**src/rtl/burst_col_pkg.sv**
```systemverilog
package burst_col_pkg;

  typedef enum logic {
    ORD_LINEAR = 1'b0,
    ORD_XOR    = 1'b1
  } word_order_e;

endpackage

```
**src/rtl/burst_order_calc.sv**
```systemverilog
module burst_order_calc
  import burst_col_pkg::*;
#(
  parameter int COL_W = 10,
  parameter int CNT_W = 3,
  parameter int LEN_W = 2
) (
  input  logic [COL_W-1:0] base_col,
  input  logic [CNT_W-1:0] idx,
  input  logic [LEN_W-1:0] len_code,
  input  word_order_e      order,
  output logic [COL_W-1:0] col
);

  localparam int PAD_W = COL_W - CNT_W;

  logic [COL_W-1:0] grp_mask;
  logic [COL_W-1:0] idx_x;
  logic [COL_W-1:0] low_any;

  always_comb begin
    grp_mask = ~({COL_W{1'b1}} << len_code);
    idx_x    = {{PAD_W{1'b0}}, idx};
    if (order == ORD_XOR) low_any = base_col ^ idx_x;
    else                  low_any = base_col + idx_x;
    col = (base_col & ~grp_mask) | (low_any & grp_mask);
  end

endmodule

```
**src/rtl/burst_step_ctrl.sv**
```systemverilog
module burst_step_ctrl #(
  parameter int CNT_W = 3,
  parameter int LEN_W = 2
) (
  input  logic             clk,
  input  logic             rst,
  input  logic             start,
  input  logic [LEN_W-1:0] len_new,
  input  logic [LEN_W-1:0] len_held,
  output logic             accept,
  output logic             load,
  output logic [CNT_W-1:0] idx_nx,
  output logic             busy_q,
  output logic             fin_q
);

  logic [CNT_W-1:0] idx_q;
  logic             advance;
  logic [LEN_W-1:0] len_eff;
  logic [CNT_W-1:0] idx_lim;

  always_comb begin
    accept  = start && (!busy_q || fin_q);
    advance = busy_q && !fin_q;
    load    = accept || advance;
    idx_nx  = accept ? '0 : idx_q + 1'b1;
    len_eff = accept ? len_new : len_held;
    idx_lim = ~({CNT_W{1'b1}} << len_eff);
  end

  always_ff @(posedge clk) begin
    if (rst) begin
      busy_q <= 1'b0;
      fin_q  <= 1'b0;
      idx_q  <= '0;
    end else if (load) begin
      busy_q <= 1'b1;
      fin_q  <= (idx_nx == idx_lim);
      idx_q  <= idx_nx;
    end else begin
      busy_q <= 1'b0;
      fin_q  <= 1'b0;
    end
  end

endmodule

```
**src/rtl/burst_col_gen.sv**
```systemverilog
module burst_col_gen
  import burst_col_pkg::*;
#(
  parameter int COL_W  = 10,
  parameter int MAX_BL = 8,
  localparam int CNT_W = $clog2(MAX_BL),
  localparam int LEN_W = $clog2(CNT_W + 1)
) (
  input  logic             clk,
  input  logic             rst,
  input  logic             start_i,
  input  logic [COL_W-1:0] start_col_i,
  input  logic [LEN_W-1:0] cfg_len_i,
  input  logic             cfg_order_i,
  output logic [COL_W-1:0] col_o,
  output logic             valid_o,
  output logic             last_o
);

  logic             accept;
  logic             load;
  logic [CNT_W-1:0] idx_nx;
  logic [COL_W-1:0] base_q;
  logic [LEN_W-1:0] len_q;
  word_order_e      order_q;
  logic [COL_W-1:0] base_sel;
  logic [LEN_W-1:0] len_sel;
  word_order_e      order_sel;
  logic [COL_W-1:0] col_nx;

  burst_step_ctrl #(
    .CNT_W(CNT_W),
    .LEN_W(LEN_W)
  ) step_i (
    .clk     (clk),
    .rst     (rst),
    .start   (start_i),
    .len_new (cfg_len_i),
    .len_held(len_q),
    .accept  (accept),
    .load    (load),
    .idx_nx  (idx_nx),
    .busy_q  (valid_o),
    .fin_q   (last_o)
  );

  always_comb begin
    base_sel  = accept ? start_col_i : base_q;
    len_sel   = accept ? cfg_len_i : len_q;
    order_sel = accept ? word_order_e'(cfg_order_i) : order_q;
  end

  burst_order_calc #(
    .COL_W(COL_W),
    .CNT_W(CNT_W),
    .LEN_W(LEN_W)
  ) calc_i (
    .base_col(base_sel),
    .idx     (idx_nx),
    .len_code(len_sel),
    .order   (order_sel),
    .col     (col_nx)
  );

  always_ff @(posedge clk) begin
    if (rst) begin
      base_q  <= '0;
      len_q   <= '0;
      order_q <= ORD_LINEAR;
      col_o   <= '0;
    end else begin
      if (accept) begin
        base_q  <= start_col_i;
        len_q   <= cfg_len_i;
        order_q <= word_order_e'(cfg_order_i);
      end
      if (load) col_o <= col_nx;
    end
  end

endmodule

```
**config.mk**
```make
export PLATFORM = sky130hd
export DESIGN_NAME = burst_col_gen
export DESIGN_NICKNAME = d
export VERILOG_FILES = /design/src/rtl/burst_col_pkg.sv /design/src/rtl/burst_order_calc.sv /design/src/rtl/burst_step_ctrl.sv /design/src/rtl/burst_col_gen.sv
export SDC_FILE = /design/constraint.sdc
export NUM_CORES = 1
export LEC_CHECK = 0
export ABC_AREA = 1
export BUFFER_PORTS_ARGS = -buffer_cell sky130_fd_sc_hd__buf_2
export CORE_UTILIZATION = 28
export DETAILED_ROUTE_END_ITERATION = 7
export GPL_TIMING_DRIVEN = 0
export PLACE_DENSITY_LB_ADDON = 0.08
export SYNTH_ARGS = -nofsm -noshare
export SYNTH_HDL_FRONTEND = slang
export SYNTH_HIERARCHICAL = 1
export SYNTH_SLANG_ARGS = --single-unit
```
**constraint.sdc**
```tcl
create_clock -name clk -period 2.35 [get_ports clk]
set_input_delay 0.1175 -clock clk [delete_from_list [all_inputs] [get_ports clk]]
set_output_delay 0.1175 -clock clk [all_outputs]
set_load 0.01 [all_outputs]
```
==> results of run 1 <==
-- report_power, final --
| group | switching (mW) | internal, mW | leakage (nW) |
|---|---|---|---|
| sequential | 0.0215 | 0.521 | 0.233 |
| combinational | 0.200 | 0.142 | 0.800 |
| clock | 0.158 | 0.150 | 0.0288 |
| total | 0.380 | 0.813 | 1.06 |
-- state kept, by name, summed over array words and instances (netlist names) --
name and count:
base_q 10, step_i/fin_q 1, step_i/idx_q 3, order_q 1, step_i/busy_q 1, len_q 2
col_o 10
-- layout by cell type, fill, tap and decap left out, drive strengths merged --
| cell type | instances |
|---|---|
| a21oi | 2 |
| fa | 1 |
| nand3b | 1 |
| inv | 55 |
| nor2 | 44 |
| ha | 3 |
| buf | 42 |
| dfxtp | 28 |
| nand3 | 8 |
| nand4 | 1 |
| xor2 | 1 |
| o21ai | 13 |
| clkbuf | 5 |
| nand2 | 68 |
| clkinv | 2 |
| o21bai | 1 |
| a211oi | 1 |
-- layer usage --
metal | share of wire [%] | vias up
met3 | 3.3 | 4
li1 | - | 766
met4 | 1.0 | 0
met5 | 0 | -
met2 | 44 | 26
met1 | 52 | 573
-- layout make-up --
type	count	area (um2)
multi-input combinational	144	687
clock buffer	4	55.1
sequential	28	566
inverter	57	221
fill	589	3300
tap	70	87.6
buffer	11	80.1
timing repair buffer	32	173
-- critical path, stage by stage (launching register included) --
cell and delay [ns]:
dfxtp_4 0.36, inv_2 0.04, nand2_4 0.09, nand2_8 0.08, inv_8 0.07, inv_2 0.05, buf_6 0.14, nand2_1 0.07
nand2_2 0.06, inv_2 0.06, ha_1 0.13, inv_1 0.05, fa_2 0.33, o21bai_1 0.19, nand3_1 0.10, nand2_1 0.06
nand2_1 0.06, nor2_1 0.09, nor2_1 0.06
-- worst min path at each step --
| stage | from | endpoint | slack (ns) | cells after the start |
|---|---|---|---|---|
| 2_1_floorplan | rst | step_i/idx_q[1] | 0.19 | 1 |
| 3_3_place_gp | start_col_i[0] | base_q[0] | 0.43 | 5 |
| 3_5_place_dp | start_col_i[3] | base_q[3] | 0.44 | 5 |
| 4_1_cts | start_col_i[3] | base_q[3] | 0.14 | 5 |
| 5_1_grt | rst | step_i/idx_q[2] | 0.15 | 2 |
| 6_report | start_col_i[3] | base_q[3] | 0.14 | 5 |
-- cell families after synthesis --
family / share of synthesized area (%)
AO/OA/AOI/OAI: 5.92
XOR/XNOR: 0.575
adder cells (fa/ha/maj): 3.78
buffers and inverters: 19.3
flip-flops: 36.8
AND/OR/NAND/NOR: 33.6
-- timing repair --
item	in CTS	in global routing
resized for setup	6	6
gates cloned	0	0
endpoints found under the setup margin	2	2
pin swaps	2	4
setup buffers	2	3
==> results.sh, run 1 <==
export IMPL_grt_busiest_layer="met2"
export IMPL_place_inst=337
export IMPL_yosysTopAreaCellShare_pct=36.8
export IMPL_chipWidth_um=75.7
export IMPL_power_ir_vdd_worst_v=0.000310
export IMPL_cts_buffers_inserted=3
export IMPL_setup_worst_path_start="step_i/fin_q"
export IMPL_hold_viol=0
export IMPL_timing_clock_skew_ns=0.00334
export IMPL_layout_cells_sized_above_1_pct=22.1
export IMPL_drt_vias_per_instance=3.96
export IMPL_timing_rr_end="col_o[2]"
export IMPL_wl_per_cell_um=9.85
export IMPL_clkSlewWorstSetupHoldPaths_ns=0.10
export IMPL_grt_met3_usage_pct=1.98
export IMPL_synth_sequential_area_ratio_pct=36.8
export IMPL_setup_slack_ns=0.168
export IMPL_via_count=1369
export IMPL_fin_hold_ws_ns=0.143
export IMPL_cts_tree="built"
export IMPL_setup_reg_to_reg_worst_slack_ns=0.17
export IMPL_antenna_violations_before_repair=0
export IMPL_num_io_pins=28
export IMPL_netlist_top_cells_area="dfxtp_1, nand2_1, inv_1"
export IMPL_synth_common_cells="nand2_1, inv_1, nor2_1"
export IMPL_final_cell_area_mm2=0.00187
export IMPL_dr_drc_count=0
export IMPL_clock_tree_buffer_depth=2
export IMPL_yosysWarnings=6
export IMPL_netlist_area_mm2=0.00152
export IMPL_post_synth_top_count_cell="nand2_1"
export IMPL_worst_setup_path_end_kind="register"
export IMPL_die_height_um=75.7
export IMPL_min_path_type="in -> reg"
export IMPL_critPathKind="reg -> reg"
export IMPL_power_leakage_nw=1.06
export IMPL_min_period_ns=2.18
export IMPL_place_area_mm2=0.00175
export IMPL_finish_net_count=297
export IMPL_cts_htree_levels=1
export IMPL_antenna_left=0
export IMPL_diodes=0
export IMPL_clock_sinks=28
export IMPL_arrival_ns=2.36
export IMPL_grt_total_usage_pct=13.1
export IMPL_gpl_final_weighted_congestion=0.771
export IMPL_outcome="finished clean"
export IMPL_final_max_slew_viol_count=0
export IMPL_synth_flop_cell="dfxtp_1"
export IMPL_max_freq_mhz=458
export IMPL_starting_utilization_of_the_core_area_pct=29.4
export IMPL_grt_max_degree=16
export IMPL_r2r_worst_path_cells=18
export IMPL_slew_headroom_pct=74.1
export IMPL_fin_total_pwr_mw=1.19
export IMPL_detailed_route_iter0_violations=38
export IMPL_detailedPlace_worstSlack_ns=-0.159
export IMPL_use_met1_pct=16.9
export IMPL_use_met2_pct=22.6
export IMPL_synth_largest_area_cell="dfxtp_1"
export IMPL_globalRouteOverflowTotal=0
export IMPL_clock_insertion_delay_worst_skew_ns=0.28
export IMPL_tns_ns=0
export IMPL_mapped_nets=260
export IMPL_drt_first_pass_iters=4
export IMPL_fp_dieArea_mm2=0.00574
export IMPL_dpl_hpwl_um=2470
export IMPL_cellPowerDensity_mw_per_mm2=638
export IMPL_mean_instance_size_in_the_synthesized_netlist_um2=6.34
export IMPL_timing_rr_start="step_i/fin_q"
export IMPL_numPortBuffers=27
export IMPL_routed_wl_um=3410
export IMPL_critical_path_endpoint="col_o[2]"
export IMPL_rsz0062_at_grt="no"
export IMPL_post_cts_hold_buffer_count=0
export IMPL_synth_edff_count=0
export IMPL_period_share_pct=92.9
export IMPL_synth_distinct_cells=25
export IMPL_worst_path_max_fanout=10
export IMPL_setup_violations=0
export IMPL_async_reset_ff_share_pct=0
export IMPL_setup_worst_path_start_class="register"
export IMPL_postSynthCellCount=240
export IMPL_postSynthRegisterBits=28
export IMPL_grt_pass1_vias=1276
export IMPL_area_growth_synth_to_final_pct=22.8
export IMPL_root_buffer_selected_by_cts="clkbuf_8"
export IMPL_worst_ep_required_time_ns=2.53
export IMPL_final_cells=346
export IMPL_max_cap_viol_count=0
export IMPL_rows=26
export IMPL_utilization_pct=36.1
export IMPL_core_region_area_mm2=0.00517
export IMPL_wire_length_of_the_first_global_routing_pass_um=5570
export IMPL_worstMarginPinSlew_ns=0.389
Power figures use the tool's default switching activity.
==> inputs of run 2 (changes only) <==
- MAX_ROUTING_LAYER: not set -> met4
==> run 2 against run 1 <==
Compared with the run above: final cell count did not move; combinational power barely moved; cell area did not move; register-to-register slack barely moved; setup slack got worse by 0.00071 ns; largest power group unchanged; worst hold slack barely moved; routed wire length barely moved.
==> results.sh, run 2 (synthesis results as in run 1) <==
export IMPL_final_cell_area_mm2=0.00187
export IMPL_finish_net_count=297
export IMPL_cp_top_family="simple AND/OR/NAND/NOR gates"
export IMPL_arrival_ns=2.36
export IMPL_cp_cell_sequence="inv_2 > nand2_4 > nand2_8 > inv_8 > inv_2 > buf_6 > nand2_1 > nand2_2 > inv_2 > ha_1 > inv_1 > fa_2 > o21bai_1 > nand3_1 > nand2_1 > nand2_1 > nor2_1 > nor2_1"
export IMPL_drt_first_pass_iters=4
export IMPL_final_common_cell="nand2_1"
export IMPL_met1_length_um=1760
export IMPL_cellPowerDensity_mw_per_mm2=638
export IMPL_final_cells=346
export IMPL_diodes=0
export IMPL_power_ir_vdd_worst_v=0.000310
export IMPL_max_cap_viol_count=0
export IMPL_largest_registers="base_q x10, col_o x10, step_i/idx_q x3"
export IMPL_wire_length_of_the_first_global_routing_pass_um=5580
export IMPL_hold_path_startpoint="start_col_i[3]"
export IMPL_fp_dieArea_mm2=0.00574
export IMPL_place_inst=337
export IMPL_starting_utilization_of_the_core_area_pct=29.4
export IMPL_numPortBuffers=27
export IMPL_root_buffer_selected_by_cts="clkbuf_8"
export IMPL_grt_max_degree=16
export IMPL_critical_path_max_stage_delay_ns=0.36
export IMPL_final_max_slew_viol_count=0
export IMPL_top_layer="met4"
export IMPL_dpl_hpwl_um=2470
export IMPL_worst_path_buf_inv=6
export IMPL_worst_path_max_fanout=10
export IMPL_min_path_type="in -> reg"
export IMPL_post_cts_hold_buffer_count=0
export IMPL_wl_per_cell_um=9.85
export IMPL_rsz0062_at_grt="no"
export IMPL_place_area_mm2=0.00175
export IMPL_core_region_area_mm2=0.00517
export IMPL_grt_pass1_vias=1274
export IMPL_dr_drc_count=0
export IMPL_globalRouteOverflowTotal=0
export IMPL_slew_headroom_pct=74.5
export IMPL_area_growth_synth_to_final_pct=22.8
export IMPL_detailed_route_iter0_violations=31
export IMPL_setup_worst_path_start_class="register"
export IMPL_num_io_pins=28
export IMPL_period_share_pct=92.9
export IMPL_timing_rr_start="step_i/fin_q"
export IMPL_min_period_ns=2.18
export IMPL_gpl_final_weighted_congestion=0.782
export IMPL_worst_ep_required_time_ns=2.53
export IMPL_fin_total_pwr_mw=1.19
export IMPL_worstMarginPinSlew_ns=0.383
export IMPL_tns_ns=0
export IMPL_power_leakage_nw=1.06
export IMPL_setup_worst_path_start="step_i/fin_q"
export IMPL_cts_buffers_inserted=3
export IMPL_hold_viol=0
export IMPL_timing_clock_skew_ns=0.00331
export IMPL_clkSlewWorstSetupHoldPaths_ns=0.10
export IMPL_mostFrequentLayoutCells="nand2_1, inv_1, nor2_1, buf_2, dfxtp_1"
export IMPL_outcome="finished clean"
export IMPL_clock_tree_buffer_depth=2
export IMPL_die_height_um=75.7
export IMPL_slowest_stage="dfxtp_4"
export IMPL_max_freq_mhz=458
export IMPL_clock_sinks=28
export IMPL_antenna_left=0
export IMPL_critPathKind="reg -> reg"
export IMPL_dr_wl_met2_um=1500
export IMPL_antenna_violations_before_repair=0
export IMPL_drt_vias_per_instance=3.97
export IMPL_fin_hold_ws_ns=0.143
export IMPL_worst_setup_path_end_kind="register"
export IMPL_clock_insertion_delay_worst_skew_ns=0.28
export IMPL_routed_wl_met3_um=108
export IMPL_cts_tree="built"
export IMPL_layout_cells_sized_above_1_pct=22.1
export IMPL_setup_violations=0
export IMPL_chipWidth_um=75.7
export IMPL_rows=26
export IMPL_grt_total_usage_pct=13.5
export IMPL_routed_wl_um=3410
export IMPL_via_count=1372
export IMPL_cts_htree_levels=1
==> run 2: worst paths after layout <==
path | end | slack [ns] | depth (start not counted)
min | base_q[3] | 0.14 | 5
max reg2reg | col_o[2] | 0.17 | 18
max | col_o[2] | 0.17 | 18
min reg2reg | step_i/idx_q[2] | 0.49 | 2
==> run 2: per-layer routing <==
metal | GRT usage, % | up-vias
met2 | 22.6 | 24
met1 | 16.9 | 578
met5 | - | -
met3 | 1.98 | 4
met4 | 3.70 | 0
li1 | - | 766
==> run 2: stage by stage <==
stage / setup WS, ns / utilization (%)
after floorplan: 0.108 / -
after global placement: -0.148 / 33.7
after detailed placement: -0.159 / 33.7
after CTS: 0.0202 / 35.4
after global routing: 0.00926 / 36.1
final: 0.167 / 36.1
==> run 2: final cells by class <==
| cell class | count | area [um2] |
|---|---|---|
| fillers | 589 | 3300 |
| multi-input cells | 144 | 687 |
| flip-flops and latches | 28 | 566 |
| inverters | 57 | 221 |
| repair buffers | 32 | 173 |
| well taps | 70 | 87.6 |
| plain buffers | 11 | 80.1 |
| clock buffers | 4 | 55.1 |
==> run 2: repair_timing <==
action | 4_1_cts | 5_1_grt
resized for setup | 6 | 6
endpoints found under the hold margin | 0 | 0
endpoints found under the setup margin | 2 | 2
pin swaps | 2 | 4
buffers inserted | 2 | 3
==> run 2: worst reg2reg max path, cell delays in order (launching register included) <==
cell and delay [ns]:
dfxtp_4 0.36, inv_2 0.04, nand2_4 0.09, nand2_8 0.08, inv_8 0.07, inv_2 0.05
buf_6 0.14, nand2_1 0.07, nand2_2 0.06, inv_2 0.06, ha_1 0.13, inv_1 0.05
fa_2 0.33, o21bai_1 0.19, nand3_1 0.10, nand2_1 0.06, nand2_1 0.06, nor2_1 0.09
nor2_1 0.06
==> run 2: report_power, final <==
group / switching [mW] / internal, mW
Clock: 0.158 / 0.150
Combinational: 0.200 / 0.142
Sequential: 0.0216 / 0.521
==> inputs of run 3 (changes only) <==
- SETUP_SLACK_MARGIN: not set -> 0.3
- clock period: 2.35 -> 2.5 ns (I/O delays scaled with it)
==> run 3 against run 2 <==
Compared with the run above: utilization increased by 2.0 points; power decreased by 2.7%; final cell count increased by 1.4%; combinational power increased by 4%; maximum frequency increased by 5.8%; sequential share of layout area decreased by 1.6 points; clock skew about the same; die area unchanged; critical path depth decreased by 1; global-route usage increased by 0.61 points; first-iteration DRC count increased by 52%; worst hold slack got worse by 0.0014 ns; critical endpoint is now col_o[1].
==> results.sh, run 3 (synthesis results as in run 1) <==
export IMPL_chipWidth_um=75.7
export IMPL_cellPowerDensity_mw_per_mm2=588
export IMPL_worstMarginPinSlew_ns=0.433
export IMPL_setup_violations=0
export IMPL_globalRouteOverflowTotal=0
export IMPL_final_cell_area_mm2=0.00197
export IMPL_regArea_um2=566
export IMPL_cts_htree_levels=1
export IMPL_dpl_hpwl_um=2320
export IMPL_wire_length_of_the_first_global_routing_pass_um=5750
export IMPL_rsz0062_at_grt="no"
export IMPL_antenna_left=0
export IMPL_die_height_um=75.7
export IMPL_gpl_final_weighted_congestion=0.742
export IMPL_power_leakage_nw=1.10
export IMPL_final_common_cell="nand2_1"
export IMPL_detailed_route_iter0_violations=47
export IMPL_tns_ns=0
export IMPL_outcome="finished clean"
export IMPL_dr_drc_count=0
export IMPL_slew_headroom_pct=71.1
export IMPL_drt_first_pass_iters=4
export IMPL_worst_setup_path_end_kind="register"
export IMPL_wl_per_cell_um=9.35
export IMPL_layout_cells_sized_above_1_pct=26.0
export IMPL_place_area_mm2=0.00175
export IMPL_worst_ep_required_time_ns=2.69
export IMPL_drt_vias_per_instance=3.88
export IMPL_max_cap_viol_count=0
export IMPL_core_region_area_mm2=0.00517
export IMPL_nFillCells=557
export IMPL_hold_viol=0
export IMPL_final_max_slew_viol_count=0
export IMPL_cts_buffers_inserted=3
export IMPL_grt_pass1_vias=1279
export IMPL_starting_utilization_of_the_core_area_pct=29.4
export IMPL_min_period_ns=2.06
export IMPL_critPathKind="reg -> reg"
export IMPL_num_io_pins=28
export IMPL_routed_wl_um=3280
export IMPL_period_share_pct=82.5
export IMPL_largest_registers="base_q x10, col_o x10, step_i/idx_q x3"
export IMPL_antenna_violations_before_repair=0
export IMPL_numPortBuffers=27
export IMPL_min_path_type="in -> reg"
export IMPL_clock_tree_buffer_depth=2
export IMPL_finish_net_count=302
export IMPL_cts_tree="built"
export IMPL_mostFrequentLayoutCells="nand2_1, inv_1, nor2_1, buf_2, dfxtp_1"
export IMPL_post_cts_hold_buffer_count=0
export IMPL_multi_input_area_um2=734
export IMPL_rows=26
export IMPL_worst_path_max_fanout=7
export IMPL_grt_total_usage_pct=14.1
export IMPL_timing_clock_skew_ns=0.00364
export IMPL_diodes=0
export IMPL_fin_total_pwr_mw=1.16
export IMPL_area_growth_synth_to_final_pct=29.6
export IMPL_power_ir_vdd_worst_v=0.000247
export IMPL_arrival_ns=2.25
export IMPL_grt_max_degree=16
export IMPL_root_buffer_selected_by_cts="clkbuf_8"
export IMPL_via_count=1361
export IMPL_clkSlewWorstSetupHoldPaths_ns=0.10
export IMPL_clock_insertion_delay_worst_skew_ns=0.28
export IMPL_max_freq_mhz=485
export IMPL_clock_sinks=28
export IMPL_setup_worst_path_start_class="register"
export IMPL_fp_dieArea_mm2=0.00574
## run 3: power by group
| part | internal (mW) | switching (mW) |
|---|---|---|
| registers | 0.490 | 0.0193 |
| clock network | 0.142 | 0.156 |
| logic | 0.156 | 0.197 |
| total | 0.788 | 0.373 |
## run 3: what timing repair did
action                     CTS  global route
buffers inserted             3             7
resized for setup            9            17
pin swaps                    2            10
setup endpoints to repair    2             2
## run 3: metal layers
metal / global-route usage (%) / vias up / routed length, um
met1: 16.9 / 558 / 1640
met3: 1.98 / 5 / 103
li1: - / 772 / -
met5: - / - / 0
met4: 5.56 / 0 / 55
met2: 23.8 / 26 / 1480
## run 3: cell type report
| class | instances | share of cell area (%) |
|---|---|---|
| flip-flops and latches | 28 | 28.7 |
| well taps | 70 | 4.44 |
| clock buffers | 4 | 2.79 |
| plain buffers | 11 | 4.88 |
| inverters | 57 | 11.4 |
| repair buffers | 37 | 10.7 |
| multi-input cells | 144 | 37.2 |
## run 3: final timing paths
kind	endpoint	start	slack (ns)	cells after the start
hold reg to reg	step_i/idx_q[1]	step_i/idx_q[1]	0.48	2
setup / recovery	col_o[1]	step_i/fin_q	0.44	17
hold / removal	step_i/idx_q[2]	rst	0.14	2
setup reg to reg	col_o[1]	step_i/fin_q	0.44	17
## run 3: stage by stage
step | std cells | worst slack (ns) | hold WS (ns) | utilization [%]
after floorplan | 240 | 0.326 | 0.194 | -
after global placement | 337 | 0.0529 | 0.443 | 33.8
after detailed placement | 337 | 0.0456 | 0.447 | 33.8
after CTS | 344 | 0.253 | 0.145 | 35.8
after global routing | 351 | 0.307 | 0.162 | 38.1
final | 351 | 0.437 | 0.142 | 38.1
## run 3: worst max-delay path, stage by stage (launching register included)
cell,delay [ns]
dfxtp_4,0.36
inv_2,0.04
nand2_4,0.07
nand2_8,0.06
inv_8,0.07
inv_4,0.04
buf_8,0.12
nand2_4,0.06
nand2_4,0.04
inv_2,0.08
ha_4,0.12
inv_2,0.03
fa_2,0.53
o21ai_2,0.05
nand2_1,0.05
o21ai_0,0.07
nor2_1,0.10
nor2_1,0.06
